$ cat config.mk
export PLATFORM = sky130hd
export DESIGN_NAME = sclk_gen
export DESIGN_NICKNAME = d
export VERILOG_FILES = /design/src/rtl/sclk_pkg.sv /design/src/rtl/sclk_prescaler.sv /design/src/rtl/sclk_reload_timer.sv /design/src/rtl/sclk_sync.sv /design/src/rtl/sclk_gen.sv
export SDC_FILE = /design/constraint.sdc
export NUM_CORES = 1
export LEC_CHECK = 0
export BUFFER_PORTS_ARGS = -buffer_cell sky130_fd_sc_hd__buf_2
export CAP_MARGIN = 20
export CORE_ASPECT_RATIO = 2
export CORE_MARGIN = 8
export CORE_UTILIZATION = 35
export CTS_CLUSTER_DIAMETER = 100
export CTS_CLUSTER_SIZE = 16
export DETAILED_ROUTE_END_ITERATION = 8
export PLACE_DENSITY_LB_ADDON = 0.08
export SLEW_MARGIN = 20
export SYNTH_ARGS = -nofsm -noshare
export SYNTH_HDL_FRONTEND = slang
export SYNTH_SLANG_ARGS = --single-unit
$ cat constraint.sdc
create_clock -name clk_i -period 2.4 [get_ports clk_i]
set_input_delay 0.48 -clock clk_i [delete_from_list [all_inputs] [get_ports clk_i]]
set_output_delay 0.48 -clock clk_i [all_outputs]
set_load 0.1 [all_outputs]
$ cat src/rtl/sclk_pkg.sv
package sclk_pkg;

  localparam int PRE_W = 13;

  typedef enum logic [1:0] {
    MODE_ASYNC    = 2'b00,
    MODE_SYNC_MST = 2'b01,
    MODE_SYNC_SLV = 2'b10,
    MODE_RSVD     = 2'b11
  } sclk_mode_e;

  // Prescaler division ratio for a given code; the top two codes differ per table.
  function automatic logic [PRE_W-1:0] pre_ratio(input logic [2:0] code, input bit table_b);
    logic [PRE_W-1:0] r;
    case (code)
      3'd0: r = 13'd2;
      3'd1: r = 13'd4;
      3'd2: r = 13'd8;
      3'd3: r = 13'd16;
      3'd4: r = 13'd32;
      3'd5: r = 13'd64;
      3'd6: r = table_b ? 13'd128 : 13'd2048;
      default: r = table_b ? 13'd256 : 13'd4096;
    endcase
    return r;
  endfunction

  // Source decision: 1 means the external pin drives the output.
  function automatic logic want_external(input sclk_mode_e mode, input logic sel,
                                         input bit async_only);
    logic r;
    if (async_only) r = 1'b0;
    else begin
      case (mode)
        MODE_ASYNC:    r = sel;
        MODE_SYNC_SLV: r = 1'b1;
        default:       r = 1'b0;
      endcase
    end
    return r;
  endfunction

endpackage

$ cat src/rtl/sclk_prescaler.sv
module sclk_prescaler
  import sclk_pkg::*;
#(
  parameter bit TABLE_B = 1'b0
) (
  input  logic       clk_i,
  input  logic       rst_ni,
  input  logic       en_i,
  input  logic [2:0] code_i,
  output logic       tick_o
);
  logic [PRE_W-1:0] cnt_q;
  logic [PRE_W-1:0] last_w;

  assign last_w = pre_ratio(code_i, TABLE_B) - 1'b1;
  assign tick_o = en_i && (cnt_q >= last_w);

  always_ff @(posedge clk_i or negedge rst_ni) begin
    if (!rst_ni)     cnt_q <= '0;
    else if (!en_i)  cnt_q <= '0;
    else if (tick_o) cnt_q <= '0;
    else             cnt_q <= cnt_q + 1'b1;
  end
endmodule

$ cat src/rtl/sclk_reload_timer.sv
module sclk_reload_timer #(
  parameter int RLD_W = 8
) (
  input  logic             clk_i,
  input  logic             rst_ni,
  input  logic             en_i,
  input  logic             tick_i,
  input  logic [RLD_W-1:0] rld_i,
  output logic             zero_o,
  output logic             clk_o
);
  logic [RLD_W-1:0] cnt_q;

  assign zero_o = (cnt_q == '0);

  always_ff @(posedge clk_i or negedge rst_ni) begin
    if (!rst_ni) begin
      cnt_q <= '0;
      clk_o <= 1'b0;
    end else if (!en_i) begin
      cnt_q <= rld_i;
      clk_o <= 1'b0;
    end else if (tick_i) begin
      if (zero_o) begin
        cnt_q <= rld_i;
        clk_o <= ~clk_o;
      end else begin
        cnt_q <= cnt_q - 1'b1;
      end
    end
  end
endmodule

$ cat src/rtl/sclk_sync.sv
module sclk_sync #(
  parameter int STAGES = 2
) (
  input  logic clk_i,
  input  logic rst_ni,
  input  logic d_i,
  output logic q_o
);
  logic [STAGES-1:0] sh_q;

  generate
    if (STAGES == 1) begin : g_one
      always_ff @(posedge clk_i or negedge rst_ni) begin
        if (!rst_ni) sh_q <= '0;
        else         sh_q <= d_i;
      end
    end else begin : g_chain
      always_ff @(posedge clk_i or negedge rst_ni) begin
        if (!rst_ni) sh_q <= '0;
        else         sh_q <= {sh_q[STAGES-2:0], d_i};
      end
    end
  endgenerate

  assign q_o = sh_q[STAGES-1];
endmodule

$ cat src/rtl/sclk_gen.sv
module sclk_gen
  import sclk_pkg::*;
#(
  parameter int RLD_W       = 8,
  parameter bit TABLE_B     = 1'b0,
  parameter bit ASYNC_ONLY  = 1'b0,
  parameter int SYNC_STAGES = 2
) (
  input  logic             clk_i,
  input  logic             rst_ni,
  input  logic             en_i,
  input  logic [1:0]       mode_i,
  input  logic [2:0]       code_i,
  input  logic [RLD_W-1:0] rld_i,
  input  logic             sel_we_i,
  input  logic             sel_d_i,
  input  logic             ext_clk_i,
  output logic             sclk_o
);
  // Named internal events, observed by the bound checker.
  logic pre_tick;
  logic tmr_zero;
  logic int_clk;
  logic ext_s;
  logic use_ext;
  logic sel_q;

  // Source-select register: deliberately without reset.
  always_ff @(posedge clk_i) begin
    if (sel_we_i) sel_q <= sel_d_i;
  end

  // Source decision is captured only while idle, so the mux never moves mid-run.
  always_ff @(posedge clk_i or negedge rst_ni) begin
    if (!rst_ni)    use_ext <= 1'b0;
    else if (!en_i) use_ext <= want_external(sclk_mode_e'(mode_i), sel_q, ASYNC_ONLY);
  end

  sclk_prescaler #(.TABLE_B(TABLE_B)) u_pre (
    .clk_i (clk_i),
    .rst_ni(rst_ni),
    .en_i  (en_i),
    .code_i(code_i),
    .tick_o(pre_tick)
  );

  sclk_reload_timer #(.RLD_W(RLD_W)) u_tmr (
    .clk_i (clk_i),
    .rst_ni(rst_ni),
    .en_i  (en_i),
    .tick_i(pre_tick),
    .rld_i (rld_i),
    .zero_o(tmr_zero),
    .clk_o (int_clk)
  );

  sclk_sync #(.STAGES(SYNC_STAGES)) u_sync (
    .clk_i (clk_i),
    .rst_ni(rst_ni),
    .d_i   (ext_clk_i),
    .q_o   (ext_s)
  );

  assign sclk_o = en_i & (use_ext ? ext_s : int_clk);
endmodule

==> flow_metrics.py <==
metrics = {
    "outcome": {
        "outcome": "finished clean",
    },
    "route": {
        "vias_per_cell": 5.28,
        "wl_per_cell_um": 15.9,
        "drt_iter0_markers": 83,
        "ant_nets": 0,
        "finalWirelength_um": 4030,
        "firstDrtPassIters": 4,
        "drc": 0,
        "num_vias": 1340,
    },
    "clock_tree": {
        "htreeDepth": 1,
        "cts_buffers": 3,
        "hold_buffers": 0,
        "root_buffer": "clkbuf_8",
        "cts.sinks": 26,
        "clock_path_buffers": 2,
        "cts_tree": "yes",
        "clock_latency_ns": 0.27,
        "clkSlewWorstSetupHoldPaths_ns": 0.09,
        "postCtsSetupBuffers": 0,
        "cts-resized-gates": 0,
    },
    "final_layout": {
        "utilization_pct": 42.8,
        "synthToLayoutAreaGrowth_pct": 18.3,
        "nNetsFinal": 234,
        "drive_gt1_share_pct": 22.6,
        "post-route-cell-area_sq_mm": 0.00195,
        "diodes": 0,
    },
    "logic_synthesis": {
        "synth.avg_cell_area_sq_um": 9.75,
        "async_flop_share_pct": 96.2,
        "ys_seq_area_share_pct": 39.8,
        "ys.flop_type": "dfrtp_1",
        "synth.area.top_cells": "dfrtp_1 38%, ha_1 11%, nor2_1 5.5%, xor2_1 4.8%, nand3_1 3.6%",
        "ys_seq_elements": 26,
        "yosysMostFrequentCell": "dfrtp_1",
        "yosysTopAreaCell": "dfrtp_1",
        "synth.net_count": 203,
        "post_synth_num_cell_types": 46,
        "synth_edf_count": 1,
        "yosys-top-cells-count": "25 x dfrtp_1, 24 x nor2_1, 15 x ha_1, 12 x nand2_1, 12 x nand3_1",
        "yosysWarnings": 0,
        "syn_inst": 169,
        "syn_area_sq_mm": 0.00165,
        "netlist.area_leader.share_pct": 38.0,
    },
    "setup_path": {
        "slowest_stage": "or4b_4",
        "path_class": "reg -> reg",
        "crit_chain": "inv_1 -> ha_1 -> or4b_4 -> or3_1 -> a21oi_1 -> a21oi_1 -> mux2_4",
        "crit_path_max_fanout": 4,
        "cpMostUsedCell": "a21oi_1",
        "cpPeakStageDelay_ns": 0.51,
        "path_buf_inv": 1,
        "required_ns": 2.57,
        "critical-path-top-delay-family": "simple AND/OR/NAND/NOR gates",
        "cp.arrival_ns": 2.31,
        "startpoint_type": "register",
        "end_kind": "register",
    },
    "global_route": {
        "grt_pass1_vias": 1414,
        "antenna_found_initial": 0,
        "grt_first_pass_wirelength_um": 6760,
        "grt_max_degree": 26,
        "grt_overflow": 0,
        "grtUsageTotal_pct": 11.6,
    },
    "timing": {
        "fin_skew_ns": 0.00229,
        "fin_crit_sh_pct": 89.3,
        "rsz0062_at_grt": "no",
        "hold_viol": 0,
        "relSlewSlack_pct": 62.5,
        "slew_violations": 0,
        "worstMarginPinSlew_ns": 0.562,
        "setup_violations": 0,
        "tns_ns": 0,
        "fmax_ghz": 0.467,
        "layout_min_cycle_time_ns": 2.14,
    },
    "floorplan": {
        "die_w_um": 64.5,
        "io_pins": 20,
        "initial_core_util_pct": 36.2,
        "dieArea_sq_mm": 0.00729,
        "core_sq_mm": 0.00455,
        "placementRows": 35,
        "die_h_um": 113,
    },
    "run": {
        "maxCapViolations": 0,
    },
    "placed_design": {
        "dpl_cell_area_sq_mm": 0.00188,
        "gp_congestion": 0.894,
        "hpwlAfterDp_um": 3250,
        "io_buffers": 19,
    },
    "power": {
        "leakagePower_nw": 0.925,
        "power.density_mw_per_mm2": 603,
        "vdd_drop_max_v": 0.000453,
    },
    "min_path": {
        "hold_class": "in -> async",
    },
}
stage by stage:
stage	cells	power [mW]	hold WS, ns	setup slack (ns)
floorplan	169	0.715	0.184	-0.00370
global placement	250	0.804	0.333	0.0693
detailed placement	250	0.817	0.336	0.0113
CTS	254	1.19	0.205	0.260
global route	254	1.25	0.234	0.179
finish	254	1.18	0.185	0.257
cells in the final DEF, fill, tap and decap left out, drive strengths merged, types with 2 or more instances in the layout:
master | synthesis | routed
a21oi | 6 | 6
a22o | 2 | 2
a31oi | 3 | 3
and3 | 5 | 5
and4 | 2 | 2
buf | 3 | 30
clkbuf | 1 | 3
dfrtp | 25 | 25
ha | 15 | 15
inv | 5 | 5
mux2 | 6 | 6
nand2 | 12 | 12
nand3 | 12 | 12
nor2 | 24 | 24
nor2b | 2 | 2
nor3 | 2 | 2
nor3b | 2 | 2
o21ai | 6 | 6
o2bb2a | 2 | 2
or3 | 2 | 2
xnor2 | 2 | 2
xor2 | 9 | 9
layer usage:
layer | vias to the layer above | part of all wire [%] | routed length (um) | global-route usage, %
li1 | 675 | - | - | -
met4 | 0 | 1.4 | 55 | 4.25
met5 | - | 0 | 0 | 0
met2 | 14 | 58 | 2350 | 22.8
met1 | 647 | 38 | 1510 | 11.2
met3 | 4 | 2.8 | 112 | 1.98
area by class of cell:
class,instances,area [sq um]
Timing Repair Buffer,30,178
Sequential cell,26,656
Tap cell,55,68.8
Fill cell,486,2610
Multi-Input combinational cell,134,957
Inverter,5,18.8
Clock buffer,3,41.3
Clock inverter,1,30.0
sequential cells by signal, indices dropped and copies added (netlist names):
signal / count
u_sync.sh_q: 2
u_tmr.clk_o: 1
u_pre.cnt_q: 13
sel_q: 1
use_ext: 1
u_tmr.cnt_q: 8
path summary, 6_finish.rpt:
check | from | slack (ns) | cells past startpoint | endpoint
worst max-delay path | u_tmr.cnt_q[0] | 0.26 | 7 | u_tmr.cnt_q[5]
worst min-delay path | rst_ni | 0.19 | 1 | u_tmr.cnt_q[3]
worst max register to register | u_tmr.cnt_q[0] | 0.26 | 7 | u_tmr.cnt_q[5]
worst min register to register | u_sync.sh_q[0] | 0.35 | 0 | u_sync.sh_q[1]
max in group asynchronous | rst_ni | 1.84 | 1 | u_pre.cnt_q[12]
min in group clk_i | ext_clk_i | 0.31 | 1 | u_sync.sh_q[0]
power breakdown:
part	switching, mW	leakage, nW	internal (mW)
logic	0.130	0.559	0.123
registers	0.0682	0.331	0.485
clock network	0.145	0.0357	0.223
total	0.344	0.925	0.831
cell families after synthesis:
| group | synth area share [%] |
|---|---|
| adders and majority gates | 11.4 |
| AOI/OAI and AO/OA | 14.8 |
| other | 0.228 |
| buffers and inverters | 2.28 |
| xor gates and xnor gates | 5.85 |
| muxes | 4.93 |
| DFF | 39.8 |
| and+or+nand+nor | 20.7 |
Note: power is estimated with default switching activity, not from simulation.
